## src/rtl/listen_addr_pkg.sv

```systemverilog
package listen_addr_pkg;

  // Decode results handed from datapath to control
  typedef struct packed {
    logic addrHit;
    logic grpListen;
    logic isUnlisten;
  } cmdDecS;

  // Strobes handed from control back to datapath
  typedef struct packed {
    logic setLsn;
    logic clrLsn;
  } lsnCtlS;

endpackage

```

## src/rtl/listen_addr_dp.sv

```systemverilog
module listen_addr_dp
  import listen_addr_pkg::*;
#(
  parameter int DATA_W = 7,
  parameter int ADDR_W = 5,
  parameter logic [DATA_W-ADDR_W-1:0] LISTEN_GRP = 2'b01
) (
  input  logic              clk,
  input  logic              porN,
  input  logic [DATA_W-1:0] busDataN,
  input  logic [ADDR_W-1:0] addrSw,
  input  lsnCtlS            ctl,
  output cmdDecS            dec,
  output logic              addrMatch,
  output logic              listenOn
);

  localparam int GRP_W = DATA_W - ADDR_W;

  logic [DATA_W-1:0] charTrue;
  logic [GRP_W-1:0]  charGrp;
  logic [ADDR_W-1:0] charAddr;
  logic              lsnQ;

  // Bus lines are active low: restore true polarity before decoding
  assign charTrue = ~busDataN;
  assign charGrp  = charTrue[DATA_W-1:ADDR_W];
  assign charAddr = charTrue[ADDR_W-1:0];

  always_comb begin
    dec.addrHit    = (charAddr == addrSw);
    dec.grpListen  = (charGrp == LISTEN_GRP);
    dec.isUnlisten = dec.grpListen && (&charAddr);
  end

  assign addrMatch = dec.addrHit;

  // Clear takes priority over set
  always_ff @(posedge clk) begin
    if (!porN)           lsnQ <= 1'b0;
    else if (ctl.clrLsn) lsnQ <= 1'b0;
    else if (ctl.setLsn) lsnQ <= 1'b1;
  end

  assign listenOn = lsnQ;

endmodule

```

## src/rtl/listen_addr_ctl.sv

```systemverilog
module listen_addr_ctl
  import listen_addr_pkg::*;
(
  input  logic   atnN,
  input  logic   acceptStb,
  input  cmdDecS dec,
  output lsnCtlS ctl
);

  logic cmdFire;

  // Only strobes taken in command mode may act on the flag
  assign cmdFire = acceptStb && !atnN;

  always_comb begin
    ctl.clrLsn = cmdFire && dec.isUnlisten;
    ctl.setLsn = cmdFire && dec.grpListen && dec.addrHit && !dec.isUnlisten;
  end

endmodule

```

## src/rtl/listen_addr_unit.sv

```systemverilog
module listen_addr_unit
  import listen_addr_pkg::*;
#(
  parameter int DATA_W = 7,
  parameter int ADDR_W = 5,
  parameter logic [DATA_W-ADDR_W-1:0] LISTEN_GRP = 2'b01
) (
  input  logic              clk,
  input  logic              porN,
  input  logic [DATA_W-1:0] busDataN,
  input  logic              atnN,
  input  logic              acceptStb,
  input  logic [ADDR_W-1:0] addrSw,
  output logic              addrMatch,
  output logic              listenOn
);

  cmdDecS decW;
  lsnCtlS ctlW;

  listen_addr_dp #(
    .DATA_W(DATA_W), .ADDR_W(ADDR_W), .LISTEN_GRP(LISTEN_GRP)
  ) u_dp (
    .clk(clk), .porN(porN), .busDataN(busDataN), .addrSw(addrSw),
    .ctl(ctlW), .dec(decW), .addrMatch(addrMatch), .listenOn(listenOn)
  );

  listen_addr_ctl u_ctl (
    .atnN(atnN), .acceptStb(acceptStb), .dec(decW), .ctl(ctlW)
  );

endmodule

```

## config.mk

```make
export PLATFORM = sky130hd
export DESIGN_NAME = listen_addr_unit
export DESIGN_NICKNAME = d
export VERILOG_FILES = /design/src/rtl/listen_addr_pkg.sv /design/src/rtl/listen_addr_dp.sv /design/src/rtl/listen_addr_ctl.sv /design/src/rtl/listen_addr_unit.sv
export SDC_FILE = /design/constraint.sdc
export NUM_CORES = 1
export LEC_CHECK = 0
export BUFFER_PORTS_ARGS = -buffer_cell sky130_fd_sc_hd__buf_2
export CAP_MARGIN = 0
export CORE_AREA = 2 2 39 41
export DETAILED_ROUTE_END_ITERATION = 16
export DIE_AREA = 0 0 41 43
export SLEW_MARGIN = 25
export SYNTH_ARGS = -nofsm -noshare
export SYNTH_HDL_FRONTEND = slang
export SYNTH_SLANG_ARGS = --single-unit
```

## constraint.sdc

```tcl
create_clock -name clk -period 0.8 [get_ports clk]
set_input_delay 0.04 -clock clk [delete_from_list [all_inputs] [get_ports clk]]
set_output_delay 0.04 -clock clk [all_outputs]
set_load 0.005 [all_outputs]
```

Word level (Yosys, flattened, before mapping)
Cells that the tools add are included. W data, S select, Z words.

Multiply operators: 0. Reduce and logical (&&, ||, !) cells: 10. Mux-type cells: 0. Shifts and indexed selects: 0. Eq/ne operators: 2. Divide/modulo/power cells: 0. Add/subtract/negate cells: 0. Bitwise operators: 2. Magnitude comparators: 0.

Operator list (count): $not A7 Y7 (1); $logic_and A1 B1 Y1 (6); $eq A5 B5 Y1 (1); $reduce_and A5 Y1 (1); $eq A2 B1 Y1 const B (1); $logic_not A1 Y1 (2); $reduce_or A2 Y1 (1); $not A1 Y1 (1).

Bits of input ports: 16. Bits in writable memories: 0. Bits in registers: 1. Memories kept: 0. Output and inout port bits: 2. Bits in latches: 0. ROM bits: 0. Logic and storage cells: 15.

Logic depth before layout (Yosys ltp)
Gate-level depths: netlist of run 1.

Word-level depth: 5. Depth in mapped cells: 4. Mapped depth without buffers: 4.

Cells and area by module
Synthesis of run 1 repeated with hierarchy kept, for this count alone.

Cell total of the unflattened synthesis: 18. Area total of the unflattened synthesis: 141.4 um^2.

By module, submodules not included: listen_addr_dp (instances 1, seq. area each 20.0 um^2, cells an instance 15, area each 118.9 um^2); listen_addr_ctl (instances 1, seq. area each 0.0 um^2, cells an instance 3, area each 22.5 um^2).

Worst setup path after synthesis of run 1
No wires, ideal clock.

Kind: register to register. From: reg u_dp.listenOn (netlist name). To: reg u_dp.lsnQ, in the netlist u_dp.listenOn. Period minus slack after synthesis: 0.724 ns. Data required time: 0.742 ns. Data arrival time: 0.667 ns. Setup time: 0.058 ns. Slack: 0.076 ns. Stages on the path, launching flop included: 4. Buffers on the path: 0. Path through: dfxtp_1 > o21ai_0 > a31oi_1 > o21a_1.

RTL lines: end signal: assignment (RTL line listen_addr_dp.sv:40) `if (!porN) lsnQ <= 1'b0;`; end signal: assignment (RTL line listen_addr_dp.sv:41) `else if (ctl.clrLsn) lsnQ <= 1'b0;`; end signal: assignment (RTL line listen_addr_dp.sv:42) `else if (ctl.setLsn) lsnQ <= 1'b1;`; end: declaration (RTL line listen_addr_dp.sv:23) `logic lsnQ;`.

Worst setup path in the final report of run 1
From: in atnN. To: reg u_dp.lsnQ, in the netlist u_dp.listenOn.

Cells in the longest elaborated chain, start to end: 5. Elaborated cells between the ends (all ways): 7. Classes of those cells: 7 x reduce/logical.

Ends and longest elaborated chain: start: declaration (RTL line listen_addr_unit.sv:11) `input logic atnN,`; $logic_not A1 Y1 (*) (RTL line listen_addr_ctl.sv:13) `assign cmdFire = acceptStb && !atnN;`; $logic_and A1 B1 Y1 (*) (RTL line listen_addr_ctl.sv:13); $logic_and A1 B1 Y1 (3 in a row) (RTL line listen_addr_ctl.sv:17) `ctl.setLsn = cmdFire && dec.grpListen && dec.addrHit && !dec.isUnlisten;`.

Every way passes the cells marked *; elsewhere a longest branch is shown, timed or not. A chain may end at the register's enable or synchronous reset.

==> reports/summary.md, run 1 <==
The transition time at the pin with the least slew margin was 0.184 ns. Along the worst path, the maximum fanout reaches 2. Clock latency on the worst-skew pair, taken at its later pin, is 0 ns.

The worst hold path terminates at u_dp.listenOn. The starting density of the core was 8.59%; the via density per instance was 3.55. Once layout is done, the placed cells without fillers occupy 253 um^2. The run gives 224 um^2 as the post-place instance area.

Slack of the worst reg-to-reg path: 0.08 ns. The worst register-to-register path begins at u_dp.listenOn. Cells with a size suffix above 1 make up 64.5% of the layout. The tools report the number of antenna violations at the first check in global routing as 0.

The startpoint identified for the worst hold timing path is porN. The share of Yosys cell area claimed by the top area cell type works out to 22.1%. The post-route worst setup slack came out at -0.00375 ns.

The number of setup violations in the final report was 1; the average cell area after synthesis was 8.49 um^2. The first global-routing pass estimated 531 um of wire. STA classifies the critical path startpoint as an input port.

The die is 41 um wide. The number of input and output port buffers inserted came out at 17. The net count after synthesis came out at 30. The run gives 0 as the number of remaining DRC errors.

The flip-flop count of the largest register, all copies and words added is 1. The count of nets left with antenna violations once routing finished came out at 0. The logs give 167 for the total vias in the final route and 180 for the number of global-route vias before repair. Buffers added to address setup during post-CTS repair amount to 0.

The run gives 87.7% as the headroom to the max-slew limit. Entering global routing, the biggest net connects 4 pins. After detailed placement, the design holds a cell count of 47. For this block, the initial DRC count from the detailed router was 0. The final reports fail on setup timing. For the number of maximum-capacitance violations, the log shows 0. The region available for standard cell placement spans 1380 um^2. The tools report the final number of hold-violating endpoints as 0. Counting the fill cells in the layout gives 165. The post-synthesis sequential element count is 1. The routed length per instance works out to 7.43 um. The max-slew violation count is 0, and the portion of the post-synthesis area used by sequential elements is 16.8%. Class of the tightest hold or removal check: input port to register. Sorting the synthesized cells by area gives the leading types as sky130_fd_sc_hd__xor2_1, sky130_fd_sc_hd__dfxtp_1, sky130_fd_sc_hd__xnor2_1. The number of distinct library cells after synthesis came out at 11. Across the routed clock network, the largest skew measured is 0 ns.

The area growth from synthesis to layout is 113%. The logs give 18 for the number of top-level pins and 1 for the first-pass iteration count of the detailed router. The height of the chip is 43 um. After the last flow step, the layout net total stands at 49. For this run, the top clock speed supported by timing is 1240 MHz. The endpoint of the lowest-slack register-to-register path is u_dp.listenOn. For this run, the number of standard cells in the final layout without fillers is 47. The final cycle utilization of the critical path works out to 100%.

Counting every instance in the synthesized netlist gives 14. After clock tree synthesis, the clock-pin slew on the worst setup and hold paths is 0 ns. For the worst setup path, the data required time is 0.74 ns. After synthesis the cells add up to 119 um^2.

The static power due to leakage was 0.119 nW; the number of antenna repair diodes was 0. Routability-driven placement finished with a final weighted congestion of 0.470. Dividing total power by cell area gives a power density of 553 nW/um^2. Setup repair after global routing could not meet its margin everywhere. STA classifies the critical path endpoint as a register. The run gives 4.00% as the total track usage.

The post-cts hold buffer count came out at 0. On the final layout, the worst hold slack is 0.364 ns. The die covers 1760 um^2. After detailed routing, the total wire length is 349 um. The startpoint-to-endpoint class of the critical path is input port to register. In this run the core area contains 14 standard-cell rows. The Yosys step of the flow raised 0 warnings.

The worst hold path cell count came out at 4. The logs give 0.74 ns for the worst path arrival time and 0 for the total congestion overflow after global routing. The cell accounting for the most synthesized area was sky130_fd_sc_hd__xor2_1. The final period demand of the worst path is 0.804 ns, and the cell count of the worst reg-to-reg path is 3. The flow ran to the end, but the final reports show violations. The maximum vdd ir drop was 0.0773 mV.
==> cells in the mapped netlist <==
| cell | count |
|---|---|
| sky130_fd_sc_hd__xor2_1 | 3 |
| sky130_fd_sc_hd__o21a_1 | 1 |
| sky130_fd_sc_hd__and4bb_2 | 1 |
| sky130_fd_sc_hd__nor2_1 | 1 |
| sky130_fd_sc_hd__a31oi_1 | 1 |
| sky130_fd_sc_hd__xnor2_1 | 2 |
| sky130_fd_sc_hd__nor3_1 | 1 |
| sky130_fd_sc_hd__nand3_1 | 1 |
| sky130_fd_sc_hd__dfxtp_1 | 1 |
| sky130_fd_sc_hd__nor3_2 | 1 |
| sky130_fd_sc_hd__o21ai_0 | 1 |
==> power breakdown <==
part           total (W)  internal, W  switching, W
clock                  0            0             0
combinational  0.0000886    0.0000577     0.0000309
sequential     0.0000510    0.0000510  0.0000000655
total           0.000140     0.000109     0.0000310
==> worst max path at each step <==
stage,from,end,depth (start not counted)
5_1_grt,atnN,u_dp.listenOn,5
2_1_floorplan,u_dp.listenOn,u_dp.listenOn,3
3_3_place_gp,busDataN[4],addrMatch,5
3_5_place_dp,atnN,u_dp.listenOn,5
4_1_cts,busDataN[5],u_dp.listenOn,5
6_report,atnN,u_dp.listenOn,5
==> cells in the final DEF (no fill, tap or decap), drive strengths merged <==
cell / synthesis / layout
and4bb: 1 / 1
o21ai: 1 / 1
o21a: 1 / 1
a31oi: 1 / 1
buf: 0 / 17
xnor2: 2 / 2
nand3: 1 / 1
dfxtp: 1 / 1
xor2: 3 / 3
nor2: 1 / 1
nor3: 2 / 2
==> layout make-up <==
type	instances	area (um^2)	share of cell area [%]
flip-flops and latches	1	20.0	7.92
repair buffers	17	110	43.6
well taps	16	20.0	7.92
multi-input cells	13	103	40.6
==> repair_timing <==
action,4_1_cts,5_1_grt
setup endpoints to repair,1,2
endpoints found under the hold margin,0,0
resized for setup,3,3
pin swaps,2,7
==> per-stage QoR <==
step | setup slack (ns) | total power (W) | setup TNS, ns | util (%)
finish | -0.00375 | 0.000140 | -0.00375 | 18.3
global route | -0.0501 | 0.000150 | -0.0501 | 18.3
CTS | -0.0168 | 0.000135 | -0.0168 | 17.1
detailed placement | -0.0337 | 0.000128 | -0.0337 | 16.2
global placement | -0.00737 | 0.000127 | -0.0102 | 16.2
floorplan | 0.0757 | 0.0000817 | 0 | -
==> kinds of logic (layout without fill, tap and decap cells) <==
kind of cell           after synthesis  after routing  synth area share [%]
XOR/XNOR                             5              5                  36.8
AND/OR/NAND/NOR                      5              5                  30.5
flip-flops                           1              1                  16.8
AO/OA/AOI/OAI                        3              3                  15.8
buffers and inverters                0             17                     0
==> worst max-delay path, stage by stage <==
cell and delay [ns]:
sky130_fd_sc_hd__buf_6 0.09, sky130_fd_sc_hd__and4bb_2 0.30, sky130_fd_sc_hd__o21ai_2 0.05, sky130_fd_sc_hd__a31oi_1 0.13, sky130_fd_sc_hd__o21a_1 0.13
==> per-layer routing <==
metal	up-vias	track usage (%)	wire length [um]
met5	-	0	0
met2	11	10.3	191
met3	0	0	57
met4	0	0	0
li1	87	-	-
met1	69	2.22	100
Note: power is estimated with default switching activity, not from simulation.
==> run 2, diff against run 1 <==
==> constraint.sdc (replaced) <==
create_clock -name clk -period 0.8 [get_ports clk]
set_input_delay 0.2 -clock clk [delete_from_list [all_inputs] [get_ports clk]]
set_output_delay 0.2 -clock clk [all_outputs]
set_load 0.005 [all_outputs]
==> reports/summary.md, run 2 (synthesis results as in run 1) <==
Leaving out fill and tap cells, the most frequent cells in the layout are sky130_fd_sc_hd__buf_2, sky130_fd_sc_hd__xor2_1, sky130_fd_sc_hd__buf_6. Counting I/O delays and the setup requirement, the final critical path takes 1.00 ns. The final total negative setup slack is -0.375 ns. After global routing, the most crowded layer is met2.

After clock tree synthesis, the clock-pin slew on the worst setup and hold paths is 0 ns. Along the worst path, the maximum fanout reaches 2. Combined buffer and inverter count along the critical path: 2. Class of the tightest hold or removal check: register to register. The flip-flop count of the largest register, all copies and words added came out at 1. For this block, the initial DRC count from the detailed router was 0.

The routed design has 348 um of wire. The run gives 0 as the final number of hold-violating endpoints. The post-route worst setup slack is -0.202 ns. Capturing element type of the critical path: an output port.

Across the VDD grid, the largest voltage drop is 0.0944 mV. For the multi-input combinational cell area, the log shows 98.8 um^2. The critical path in this run is classified as input port to output port. The tools report the number of antenna repair diodes as 0.

The analysis attributes to cell leakage a power of 0.122 nW. The later pin in the worst-skew pair is clocked with a latency of 0 ns. The run gives -0.232 ns as the worst slack at placement. After global routing the overflow that remains totals 0. The number of antenna violations at the first check in global routing was 0.

The die covers 1760 um^2. The power density over the cells works out to 553 nW/um^2. Global routing used 0% of the available met3 tracks.

Cell at the slowest stage of the critical path: sky130_fd_sc_hd__xor2_1. The number of remaining DRC errors was 0. The first global-routing pass estimated 469 um of wire. The total vias in the final route is 167, and the headroom to the max-slew limit is 87.4%.

In the global route stage, met2 resource usage came out at 9.06%. The initial utilization of the core area, before any placement, comes to 8.59%. After floorplanning, the core was sized to cover 1380 um^2. Routability-driven placement finished with a final weighted congestion of 0.455. Cell family contributing the most delay on the critical path: buffers and inverters. The maximum clock frequency is 998 MHz, and the share of final-layout standard cells stronger than drive strength 1 is 62.5%. The critical path goes through buf_6 -> xor2_1 -> nand3_1 -> nor3_2 -> buf_2. The tools report the slack of the worst reg-to-reg path as 0.08 ns. The area growth from synthesis to layout is 111%. For this run, the total global-route usage over all layers was measured as 3.60%. After floorplanning, the core was divided into 14 placement rows. The filler cells instantiated in the layout total 153. For the max-slew violation count, the log shows 0. Final net count: 50. The run gives 149 as the number of global-route vias before repair. Across the run, the number of max-cap violations was 0. The run gives 20.0 um^2 as the flip-flop and latch area. The flow ran to the end, but the final reports show violations. Setup repair after global routing could not meet its margin everywhere.

The type of origin of the critical path is an input port. The worst path arrival time was 0.80 ns; the met1 capacity usage during global routing was 2.22%. Port buffering added 17 buffers. The share of the core filled with cells in the final layout was 18.1%.

Leaving out fill and tap cells, the most frequent cell in the layout is sky130_fd_sc_hd__buf_2. For the first-pass iteration count of the detailed router, the log shows 1. The final cycle utilization of the critical path was 125%; the final antenna-violating net count was 0.

The final reports fail on setup timing. For the final database, setup skew stands at 0 ns. The height of the chip works out to 43 um. After detailed routing, the number of vias per cell comes to 3.48. STA puts the critical path data required time at 0.60 ns.

The number of setup violations in the final report was 2; the sum of net half-perimeters after detailed placement was 333 um. In this run the horizontal extent of the chip is 41 um. The routed length per instance came out at 7.25 um.

In this design, the stage delay of the slowest critical-path cell is 0.14 ns. Entering global routing, the biggest net connects 4 pins. The number of top-level pins was 18; the transition time at the pin with the least slew margin was 0.188 ns.
run 2: cell types whose count changed in the layout (fill, tap and decap cells not counted):
cell / delta
sky130_fd_sc_hd__buf_2: +1
sky130_fd_sc_hd__buf_4: +1
sky130_fd_sc_hd__buf_6: -1
sky130_fd_sc_hd__o21ai_1: +1
sky130_fd_sc_hd__o21ai_2: -1
run 2: final cells by class:
class | instances | area share [%]
multi-input combinational | 13 | 39.5
sequential | 1 | 8.00
tap | 16 | 8.00
timing repair buffer | 18 | 44.5
run 2: routing by layer:
layer / up-vias / wire [um]
met3: 0 / 52
met5: - / 0
met2: 11 / 194
met1: 69 / 102
li1: 87 / -
met4: 0 / 0
run 2: report_power, final:
part           switching, W  internal [W]  leakage [nW]  total (W)
Clock                     0             0             0          0
Sequential     0.0000000525     0.0000510       0.00805  0.0000510
Combinational     0.0000310     0.0000563         0.114  0.0000873
run 2: timing repair:
| item | CTS | global route |
|---|---|---|
| setup buffers | 0 | 0 |
| hold buffers | 0 | 0 |
| gates cloned | 0 | 0 |
| endpoints found under the setup margin | 2 | 2 |
| gates resized for setup | 3 | 0 |
run 2: path summary, 6_finish.rpt:
kind	startpoint	to	cells after the start
worst min register to register	u_dp.listenOn	u_dp.listenOn	1
worst max-delay path	busDataN[2]	addrMatch	5
worst max register to register	u_dp.listenOn	u_dp.listenOn	3
worst min-delay path	u_dp.listenOn	u_dp.listenOn	1
run 2: stage by stage:
step           total power (W)  instance area (um^2)  std cells  hold slack (ns)
4_1_cts               0.000140                   250         48            0.480
5_1_grt               0.000148                   250         48            0.500
6_report              0.000138                   250         48            0.478
3_3_place_gp          0.000129                   231         48            0.478
3_5_place_dp          0.000131                   231         48            0.480
2_1_floorplan        0.0000816                   119         14            0.428
==> run 3, diff against run 2 <==
--- a/config.mk
+++ b/config.mk
@@ -10,6 +10,8 @@
 export CORE_AREA = 2 2 39 41
 export DETAILED_ROUTE_END_ITERATION = 16
 export DIE_AREA = 0 0 41 43
+export MAX_ROUTING_LAYER = met4
+export RECOVER_POWER = 50
 export SLEW_MARGIN = 25
 export SYNTH_ARGS = -nofsm -noshare
 export SYNTH_HDL_FRONTEND = slang
==> reports/summary.md, run 3 (synthesis results as in run 1) <==
First-pass iteration count of the detailed router: 1. Cells with a size suffix above 1 make up 59.4% of the layout. After the first detailed-routing iteration, the DRC count stood at 0. The final reports fail on setup timing. The worst path arrival time is 0.80 ns. Subtracting the final worst setup slack from the clock period gives 1.00 ns. In this run the cell area measured after placement is 231 um^2. For this design the total switching power over the nets is 0.0000311 W.

The worst pin sits at a relative slew slack of 87.4%. After filler insertion, the fill cell instance count of the layout stands at 153. Hold repair after CTS inserted 0 buffers. For the met3 global-route usage, the log shows 0%. Entering global routing, the biggest net connects 4 pins. The run gives 3.69% as the total track usage. The final antenna-violating net count was 0; the wire length after detailed routing was 350 um. The first global-routing pass estimated 469 um of wire. The area enclosed by the die boundary came out at 1760 um^2.

The run finished, with violations left. The final cycle utilization of the critical path is 125%, and the total congestion overflow after global routing is 0. met2 is the most crowded layer. STA classifies the critical path startpoint as an input port. Once the floorplan was initialized, standard cells occupied 8.59% of the core. For this run, design rule violations remaining after detail routing come to 0. The run gives 2 as the number of setup violations in the final report. After detailed routing, the average wire length per cell comes to 7.29 um. Timing analysis after detailed placement gives a worst setup slack of -0.232 ns. The run gives 0 as the max-slew violation count. The run gives 333 um as the sum of net half-perimeters after detailed placement. The cell family contributing the most delay on the critical path was buffers and inverters.

From left edge to right edge, the die measures 41 um. The tools report the number of maximum-capacitance violations as 0. The switching share of total power was 22.5%; the signed area change from the synthesized netlist to the final layout was 109%. The critical path in this run is classified as input port to output port.

For the number of antenna repair diodes, the log shows 0. Summed over all cells, the static leakage comes to 0.117 nW. Setup repair after global routing could not meet its margin everywhere. Of the total power, registers draw 36.9%. At the pin with the least slew margin, the transition time is 0.188 ns.

The internal power of the cells totals 0.000107 W. The clock reaches the later pin of the worst-skew pair after 0 ns. The tools report the final net count as 50. The flip-flop count of the largest register, all copies and words added works out to 1.

The floorplan step set the die height to 43 um. Dividing the detail-routed via count by the number of cells gives 3.48. The critical path goes through buf_6 -> xor2_1 -> nand3_1 -> nor3_2 -> buf_2. The power density over the cells came out at 556 nW/um^2.

The number of input and output port buffers inserted came out at 17. The tools report the post-route worst setup slack as -0.202 ns. Class of the tightest hold or removal check: register to register.

The number of antenna violations at the first check in global routing is 0. Combinational logic is responsible for 63.1% of the overall power. For the met1 capacity usage during global routing, the log shows 2.22%. Leaving out fill and tap cells, the most frequent cell in the layout is sky130_fd_sc_hd__buf_2. After floorplanning, the core was sized to cover 1380 um^2. The maximum clock frequency was 998 MHz; the maximum vdd ir drop was 0.0944 mV. The combined buffer and inverter count along the critical path is 2, and the total vias in the final route is 167.

Across the routed clock network, the largest skew measured is 0 ns. The tools report the capturing element type of the critical path as an output port. Clock-pin slew was measured on the worst setup and hold paths at 0 ns. In this run the count of I/O pins placed on the die edge is 18. The congestion estimate from routability-driven global placement came to 0.453.

After floorplanning, the core was divided into 14 placement rows. Of all nets on the critical path, the largest fanout is 2. After routing the design area is 249 um^2. After clock tree synthesis, the setup repair step added 0 buffers. Final total negative setup slack: -0.375 ns. The cell at the slowest stage of the critical path is sky130_fd_sc_hd__xor2_1. In the global route stage, met2 resource usage came out at 9.06%. The share of total power dissipated in the clock network is 0%. For the data required time of the critical path, the log shows 0.60 ns. The number of global-route vias before repair is 149, and the stage delay of the slowest cell on the critical path is 0.14 ns. The final number of hold-violating endpoints was 0.

In the layout the commonest cells are sky130_fd_sc_hd__buf_2, sky130_fd_sc_hd__xor2_1, sky130_fd_sc_hd__buf_6.
==> run 3: stage by stage <==
| step | total power [W] | hold WS (ns) | std cells | util (%) |
|---|---|---|---|---|
| floorplan | 0.0000816 | 0.428 | 14 | - |
| global placement | 0.000129 | 0.478 | 48 | 16.7 |
| detailed placement | 0.000131 | 0.480 | 48 | 16.7 |
| CTS | 0.000140 | 0.480 | 48 | 18.1 |
| global route | 0.000148 | 0.504 | 48 | 18.0 |
| finish | 0.000138 | 0.482 | 48 | 18.0 |
==> run 3: power groups by stage <==
stage	clock network [W]	logic [W]	registers [W]
CTS	0	0.0000894	0.0000510
global route	0	0.0000973	0.0000510
detailed placement	0	0.0000800	0.0000510
floorplan	0	0.0000305	0.0000510
global placement	0	0.0000781	0.0000510
finish	0	0.0000873	0.0000510
==> run 3: what timing repair did <==
item / CTS / global route
gates resized for setup: 3 / 0
hold endpoints to repair: 0 / 0
setup endpoints to repair: 2 / 2
==> run 3: final timing paths <==
kind | from | end | slack, ns | cells after the start
worst max register to register | u_dp.listenOn | u_dp.listenOn | 0.08 | 3
worst min register to register | u_dp.listenOn | u_dp.listenOn | 0.48 | 1
worst max-delay path | busDataN[2] | addrMatch | -0.20 | 5
worst min-delay path | u_dp.listenOn | u_dp.listenOn | 0.48 | 1
==> run 3: cell type report <==
class                      count  area (um^2)  share of cell area (%)
sequential                     1         20.0                    8.04
timing repair buffer          18          110                    44.2
tap                           16         20.0                    8.04
multi-input combinational     13         98.8                    39.7
==> run 3: per-layer routing <==
metal,part of all wire (%),wire [um]
met2,55,194
met5,0,0
met1,29,103
met3,15,53
met4,0,0
